File: config.mk
export PLATFORM = sky130hd
export DESIGN_NAME = kc_entry
export DESIGN_NICKNAME = d
export VERILOG_FILES = /design/src/rtl/kc_pkg.sv /design/src/rtl/kc_entry.sv
export SDC_FILE = /design/constraint.sdc
export NUM_CORES = 1
export LEC_CHECK = 0
export CAP_MARGIN = 30
export CORE_MARGIN = 2
export CORE_UTILIZATION = 35
export DETAILED_ROUTE_END_ITERATION = 10
export DONT_BUFFER_PORTS = 1
export GPL_TIMING_DRIVEN = 0
export PLACE_DENSITY_LB_ADDON = 0.3
export SETUP_SLACK_MARGIN = 0.5
export SYNTH_ARGS = -nofsm -noshare
export SYNTH_HDL_FRONTEND = slang
export SYNTH_SLANG_ARGS = --single-unit
File: constraint.sdc
create_clock -name clk -period 2.15 [get_ports clk]
set_clock_uncertainty 0.2 [all_clocks]
set_input_delay 0.215 -clock clk [delete_from_list [all_inputs] [get_ports clk]]
set_output_delay 0.215 -clock clk [all_outputs]
set_load 0.005 [all_outputs]
File: src/rtl/kc_pkg.sv
package kc_pkg;
  localparam int KC_DIGIT_W = 4;
  typedef logic [KC_DIGIT_W-1:0] kc_digit_t;

  // bit index of the marker slot that means "this press completes the code"
  function automatic int kc_last_slot(input int digits);
    return digits - 1;
  endfunction
endpackage

File: src/rtl/kc_entry.sv
module kc_entry
  import kc_pkg::*;
#(
  parameter int DIGITS = 4
) (
  input  logic                           clk,
  input  logic                           rst_n,
  input  logic                           clear,
  input  logic                           shift,
  input  kc_digit_t                      digit,
  output logic [DIGITS*KC_DIGIT_W-1:0]   entry,
  output logic [DIGITS*KC_DIGIT_W-1:0]   entry_next
);
  localparam int CODE_W = DIGITS * KC_DIGIT_W;

  function automatic logic [CODE_W-1:0] push_digit(input logic [CODE_W-1:0] cur,
                                                   input kc_digit_t d);
    logic [CODE_W-1:0] r;
    r = cur << KC_DIGIT_W;
    r[KC_DIGIT_W-1:0] = d;
    return r;
  endfunction

  assign entry_next = shift ? push_digit(entry, digit) : entry;

  always_ff @(posedge clk or negedge rst_n) begin
    if (!rst_n)     entry <= '0;
    else if (clear) entry <= '0;
    else if (shift) entry <= entry_next;
  end

  AST_ENTRY_CLEAR: assert property (@(posedge clk) disable iff (!rst_n)
    clear |=> entry == '0);
  AST_ENTRY_NEWEST: assert property (@(posedge clk) disable iff (!rst_n)
    (shift && !clear) |=> entry[KC_DIGIT_W-1:0] == $past(digit));
endmodule

==> out/results.tsv, run 1 <==
stage	metric	value	unit
run_status	status	finished clean	
clock_tree	clock buffer depth	2	
grt	GRT overflow	0	
placement	pre-CTS setup slack	0.875	ns
clock_tree	Post-CTS Setup Bufs	0	
critical_path	max incr delay on CP	0.42	ns
clock_tree	clock sinks	16	
routing	final wirelength	1.47	mm
yosys	count of cell types in the netlist	8	
yosys	Mapped Area	792	sq um
floorplanning	area of the die	2660	sq um
floorplanning	Starting Density	36.5	%
layout	register area	400	sq um
floorplanning	die height	51.6	um
critical_path	worst reg2reg startpoint	entry[1]	
power	P per Cell Area	653	nW/um^2
critical_path	CP Cell Sequence	mux2_2	
sta	fin crit share	65.8	%
layout	ANT cells	0	
yosys	Syn Nets	59	
critical_path	WP buf/inv	0	
power	cell-internal power	0.000446	W
routing	wire per inst	17.3	um
yosys	Post-Syn Instances	51	
floorplanning	core area	2170	sq um
worst_hold_path	worst hold stages	2	
grt	largest net degree at the start of global routing	17	
sta	Setup Viol. Count Final	0	
layout	most common cell after layout, fill and taps aside	dfrtp_1	
power	clock share of power	33.4	%
layout	Filler cells	221	
worst_hold_path	Hold Path Class	primary input to flop	
floorplanning	Rows	17	
power	Static Leakage	0.415	nW
layout	most flop-heavy register	entry	
layout	commonest non-fill, non-tap cells in the layout	dfrtp_1, nor2b_1, mux2_4, mux2_2, nor2b_4	
yosys	Yosys warning total	0	
run	MaxCap Viol Count	0	
sta	Slew headroom	52.5	%
critical_path	CP required	1.74	ns
power	worst vdd ir	435	uV
routing	vias per inst	4.71	
placement	port bufs	0	
layout	Multi-input gate area	355	sq um
placement	dpl hpwl	1.05	mm
clock_tree	CTS tree	yes	
critical_path	CP Launch Type	flop	
critical_path	Top delay family on crit path	flip-flops	
worst_hold_path	Hold Path End	entry[2]	
clock_tree	clock latency on the worst-skew pair	0.28	ns
power	sw frac	22.6	%
grt	initial antenna violation count	0	
power	Net Sw Power	0.000130	W
worst_hold_path	hold_sp	digit[2]	
grt	GRT Overall Usage	12.4	%
sta	worst-margin pin slew	0.711	ns
layout	share of cells above drive strength 1	49.1	%
sta	Worst Setup Slack, final	0.735	ns
clock_tree	CTS buffer count	3	
placement	GP Congestion	0.580	
critical_path	WP data arrival	1.00	ns
sta	setup TNS	0	ns
routing	detailed-route DRC error count	0	
critical_path	critical path's slowest cell	dfrtp_1	
floorplanning	I/O pin total	40	
critical_path	critical-path maximum fanout	3	
layout	max reg flops	16	
critical_path	worst r2r dst	entry[1]	
grt	vias in the first global route	488	
layout	Top Registers	entry x16	
critical_path	Worst setup EP type	primary output	
routing	initial drt markers	0	
sta	fmax	707	MHz
layout	Area Growth Syn to Fin	11.5	%
sta	unrepaired setup endpoints after global routing	no	
floorplanning	Die W	51.6	um
sta	final slew viol count	0	
routing	First-pass DRT Iterations	1	
critical_path	Setup CP Type	flop to primary output	
sta	Final min period	1.41	ns
yosys	Seq cells post-synth	16	
critical_path	worst reg2reg path depth	2	
power	Comb power frac	11.5	%
critical_path	reg2reg setup slack	0.98	ns
layout	Final Net Count	66	
grt	first-pass GRT wire length	2.39	mm
clock_tree	root buffer cell	clkbuf_4	
clock_tree	H-tree depth	1	
clock_tree	Worst-path clk slew	0.09	ns
sta	endpoints failing hold	0	
yosys	sequential fraction of the synthesis area	50.6	%
routing	antenna viol nets, final	0	
yosys	synthesized area per cell	15.5	sq um
routing	vias	400	
power	Reg power frac	55.1	%
==> power groups by stage <==
stage	Combinational [W]	Clock [W]	Sequential, W
after detailed placement	0.0000566	0	0.000324
final	0.0000664	0.000193	0.000318
after global placement	0.0000563	0	0.000324
after CTS	0.0000684	0.000203	0.000318
after global routing	0.0000728	0.000212	0.000319
after floorplan	0.0000498	0	0.000321
==> synthesized netlist by cell type (all sizes together) <==
master	number	area, sq um
mux2	16	218
nor2b	16	138
dfrtp	16	400
buf	3	36.3
==> logic make-up after synthesis <==
group	share of synthesized area [%]
muxes	27.5
DFF	50.6
buffers and inverters	4.58
and+or+nand+nor	17.4
==> routing by layer <==
layer  up-vias  share of wire, %  global-route usage, %  wire, um
li1        180                 -                      -         -
met4         0              0.89                   6.58        13
met5         -                 0                      0         0
met1       201                37                   13.4       536
met3         2               9.2                   4.31       135
met2        17                53                   21.2       782
==> worst max-delay path by stage <==
| stage | from | endpoint | slack, ns | cells past startpoint |
|---|---|---|---|---|
| 6_report | entry[0] | entry_next[0] | 0.74 | 1 |
| 5_1_grt | entry[0] | entry_next[0] | 0.68 | 1 |
| 4_1_cts | entry[0] | entry_next[0] | 0.71 | 1 |
| 3_5_place_dp | shift | entry[11] | 0.87 | 4 |
| 3_3_place_gp | shift | entry[11] | 0.87 | 4 |
| 2_1_floorplan | shift | entry[10] | 0.93 | 4 |
==> area by class of cell <==
type	count	share of cell area (%)
well taps	28	3.97
flip-flops and latches	16	45.3
plain buffers	3	4.11
clock buffers	4	4.11
repair buffers	2	2.27
multi-input cells	32	40.2
==> repair_timing <==
item                                    in CTS  in global routing
hold endpoints to repair                    22                  0
resized for setup                            0                  0
endpoints found under the setup margin       0                  0
hold buffers                                 2                  0
==> metrics by stage <==
step	cells	power [W]	hold slack, ns	area (sq um)	utilization (%)
3_3_place_gp	79	0.000380	-0.280	827	38.1
6_report	85	0.000577	0.0323	883	40.7
3_5_place_dp	79	0.000381	-0.280	827	38.1
4_1_cts	85	0.000589	0.0207	883	40.7
5_1_grt	85	0.000604	0.0380	883	40.7
2_1_floorplan	51	0.000371	-0.281	792	-
No activity file was read; power rests on OpenSTA's default activity.
==> inputs of run 2 (changes only) <==
--- a/config.mk
+++ b/config.mk
@@ -5,6 +5,7 @@
 export SDC_FILE = /design/constraint.sdc
 export NUM_CORES = 1
 export LEC_CHECK = 0
+export ABC_AREA = 1
 export CAP_MARGIN = 30
 export CORE_MARGIN = 2
 export CORE_UTILIZATION = 35
==> constraint.sdc (replaced) <==
create_clock -name clk -period 1.42 [get_ports clk]
set_clock_uncertainty 0.2 [all_clocks]
set_input_delay 0.142 -clock clk [delete_from_list [all_inputs] [get_ports clk]]
set_output_delay 0.142 -clock clk [all_outputs]
set_load 0.005 [all_outputs]
==> out/results.tsv, run 2 <==
stage	metric	value	unit	change
power	P per Cell Area	938	nW/um^2	+44%
layout	final cell count without fillers	172		+100%
routing	initial drt markers	8		+8
routing	antenna viol nets, final	0		unchanged
layout	most flop-heavy register	entry		
clock_tree	H-tree depth	1		unchanged
yosys	Seq cells post-synth	16		unchanged
power	Net Sw Power	0.000341	W	+160%
grt	largest net degree at the start of global routing	17		unchanged
routing	vias	750		+88%
floorplanning	Starting Density	36.7	%	+0.21 points
critical_path	WP data arrival	0.96	ns	-0.04 ns
yosys	most common cell in the netlist	inv_1		
power	sw frac	30.7	%	+8.1 points
critical_path	Worst setup EP type	primary output		
sta	Final min period	1.31	ns	
floorplanning	area of the die	3020	sq um	+14%
sta	unrepaired setup endpoints after global routing	yes		
yosys	Mapped Area	910	sq um	+15%
clock_tree	clock sinks	16		unchanged
critical_path	critical-path maximum fanout	2		-1
yosys	Syn Nets	130		+120%
power	cell-internal power	0.000771	W	+73%
sta	hold_ws	-0.231	ns	-0.264 ns
placement	DP Cell Count	152		+92%
floorplanning	core area	2480	sq um	+14%
critical_path	Setup CP Type	flop to primary output		
power	Reg power frac	45.9	%	-9.2 points
layout	max reg flops	16		unchanged
sta	setup TNS	0	ns	unchanged
routing	First-pass DRT Iterations	4		+3
grt	GRT overflow	0		unchanged
floorplanning	die height	55.0	um	+6.6%
layout	most common cell after layout, fill and taps aside	nand2_2		
layout	ANT cells	0		unchanged
grt	initial antenna violation count	0		unchanged
yosys	synthesized area per cell	7.46	sq um	-52%
clock_tree	CTS buffer count	3		unchanged
yosys	Synth area leaders	dfrtp_1, inv_1, nand2_2		
sta	worst-margin pin slew	0.737	ns	+0.0265 ns
critical_path	CP required	1.08	ns	-0.66 ns
power	worst vdd ir	460	uV	+5.9%
sta	endpoints failing hold	24		+24
power	clock share of power	27.9	%	-5.5 points
power	Comb power frac	26.2	%	+15 points
yosys	post-synthesis async set-or-reset flop share	100	%	unchanged
run	MaxCap Viol Count	0		unchanged
routing	wire per inst	12.2	um	-29%
yosys	Post-Syn Instances	122		+140%
sta	final slew viol count	0		unchanged
sta	fin crit share	92.0	%	
grt	vias in the first global route	738		+51%
power	Static Leakage	0.686	nW	+65%
yosys	count of cell types in the netlist	11		+3
sta	Setup Viol. Count Final	0		unchanged
clock_tree	clock buffer depth	2		unchanged
layout	commonest non-fill, non-tap cells in the layout	nand2_2, inv_2, nand2_1, dfrtp_1		
power	Final Total Pwr	0.00111	W	+93%
yosys	sequential fraction of the synthesis area	44.0	%	-6.5 points
run_status	status	finished, violations left		
critical_path	CP Launch Type	flop		
routing	final wirelength	2.09	mm	+43%
floorplanning	Die W	55.0	um	+6.6%
clock_tree	CTS tree	yes		
placement	GP Congestion	0.724		+25%
sta	fmax	765	MHz	
layout	Top Registers	entry x16		
grt	first-pass GRT wire length	3.23	mm	+35%
worst_hold_path	Hold Path Class	primary input to asynchronous set/reset pin		
yosys	EDFF count, synth	0		unchanged
clock_tree	root buffer cell	clkbuf_4		
layout	share of cells above drive strength 1	66.2	%	+17 points
floorplanning	Rows	18		+1
clock_tree	Hold Buf Count CTS	1		-1
clock_tree	Worst-path clk slew	0.10	ns	about the same
yosys	leading area contributor after synthesis	dfrtp_1		
grt	GRT Overall Usage	15.6	%	+3.2 points
placement	dpl hpwl	1.39	mm	+32%
routing	vias per inst	4.36		-7.3%
yosys	top_reg_cell synth	dfrtp_1		
yosys	commonest cells in the netlist	inv_1, nand2_1, nand2_2		
floorplanning	I/O pin total	40		unchanged
placement	port bufs	0		unchanged
layout	Final Net Count	151		+130%
layout	Area Growth Syn to Fin	30.4	%	
sta	Slew headroom	50.8	%	-1.6 points
yosys	Yosys warning total	0		unchanged
clock_tree	clock latency on the worst-skew pair	0.29	ns	about the same
run_status	failing checks	negative hold slack		
routing	detailed-route DRC error count	0		unchanged
yosys	share of the synthesized area in the top cell type	44.0	%	-6.5 points
-- run 2: cell types whose count changed in the layout (fill, tap and decap cells not counted), moves of 5 or more --
cell     previous run  this run
nor2_2              0         9
nor2_1              0         5
nor2b_4             5         0
buf_6               1         8
nor2b_1            11         0
nand2_1             0        17
inv_1               0         9
mux2_4             10         0
mux2_2              6         0
buf_4               0         8
nand2_2             0        31
inv_2               0        27
-- run 2: timing repair --
action | in CTS | in global routing
setup endpoints to repair | 48 | 64
pin swaps | 20 | 17
gates resized for setup | 10 | 20
endpoints found under the hold margin | 24 | 24
setup buffers | 10 | 5
-- run 2: power groups by stage --
| stage | Sequential (W) | Combinational [W] | Clock, W |
|---|---|---|---|
| after global placement | 0.000518 | 0.000189 | 0 |
| after detailed placement | 0.000520 | 0.000192 | 0 |
| after global routing | 0.000515 | 0.000327 | 0.000343 |
| final | 0.000510 | 0.000291 | 0.000311 |
| after CTS | 0.000511 | 0.000254 | 0.000323 |
| after floorplan | 0.000513 | 0.000165 | 0 |
-- run 2: final cells by class --
type | count | area, sq um
buffer | 5 | 58.8
clock buffer | 4 | 36.3
fill | 268 | 1290
inverter | 37 | 146
multi-input combinational | 64 | 355
sequential | 16 | 400
tap | 30 | 37.5
timing repair buffer | 16 | 151
-- run 2: critical path, cell delays in order (launching register included) --
cell and delay (ns):
dfrtp_1 0.43, inv_2 0.08, nand2_2 0.05, nand2_2 0.08, inv_2 0.04
-- run 2: worst paths after layout --
kind	start	to	slack (ns)	cells past startpoint
max in group asynchronous	rst_n	entry[1]	0.79	1
worst max-delay path	entry[10]	entry_next[10]	0.11	4
worst max register to register	entry[8]	entry[12]	0.25	6
worst min-delay path	rst_n	entry[4]	-0.23	1
worst min register to register	entry[13]	entry[13]	0.45	4
min in group clk	digit[0]	entry[0]	-0.14	4
-- run 2: cell families (layout without fill, tap and decap cells) --
kind of cell	count (synthesis)	in the layout	share of synthesized area, %
and+or+nand+nor	64	64	34.7
buffers and inverters	42	62	21.3
DFF	16	16	44.0
-- run 2: stage by stage --
| stage | instance area [sq um] | util (%) | setup slack (ns) | hold WS, ns |
|---|---|---|---|---|
| 3_3_place_gp | 958 | 38.7 | 0.413 | -0.353 |
| 3_5_place_dp | 958 | 38.7 | 0.409 | -0.353 |
| 4_1_cts | 1100 | 44.5 | 0.0944 | -0.143 |
| 6_report | 1190 | 47.9 | 0.113 | -0.231 |
| 5_1_grt | 1190 | 47.9 | 0.0311 | -0.187 |
| 2_1_floorplan | 921 | - | 0.475 | -0.354 |
-- run 2: per-layer routing --
layer / wire [um] / vias to the layer above / track usage, %
li1: - / 365 / -
met1: 820 / 361 / 16.9
met2: 1130 / 22 / 27.6
met3: 137 / 2 / 6.18
met4: 10 / 0 / 4.88
met5: 0 / - / 0
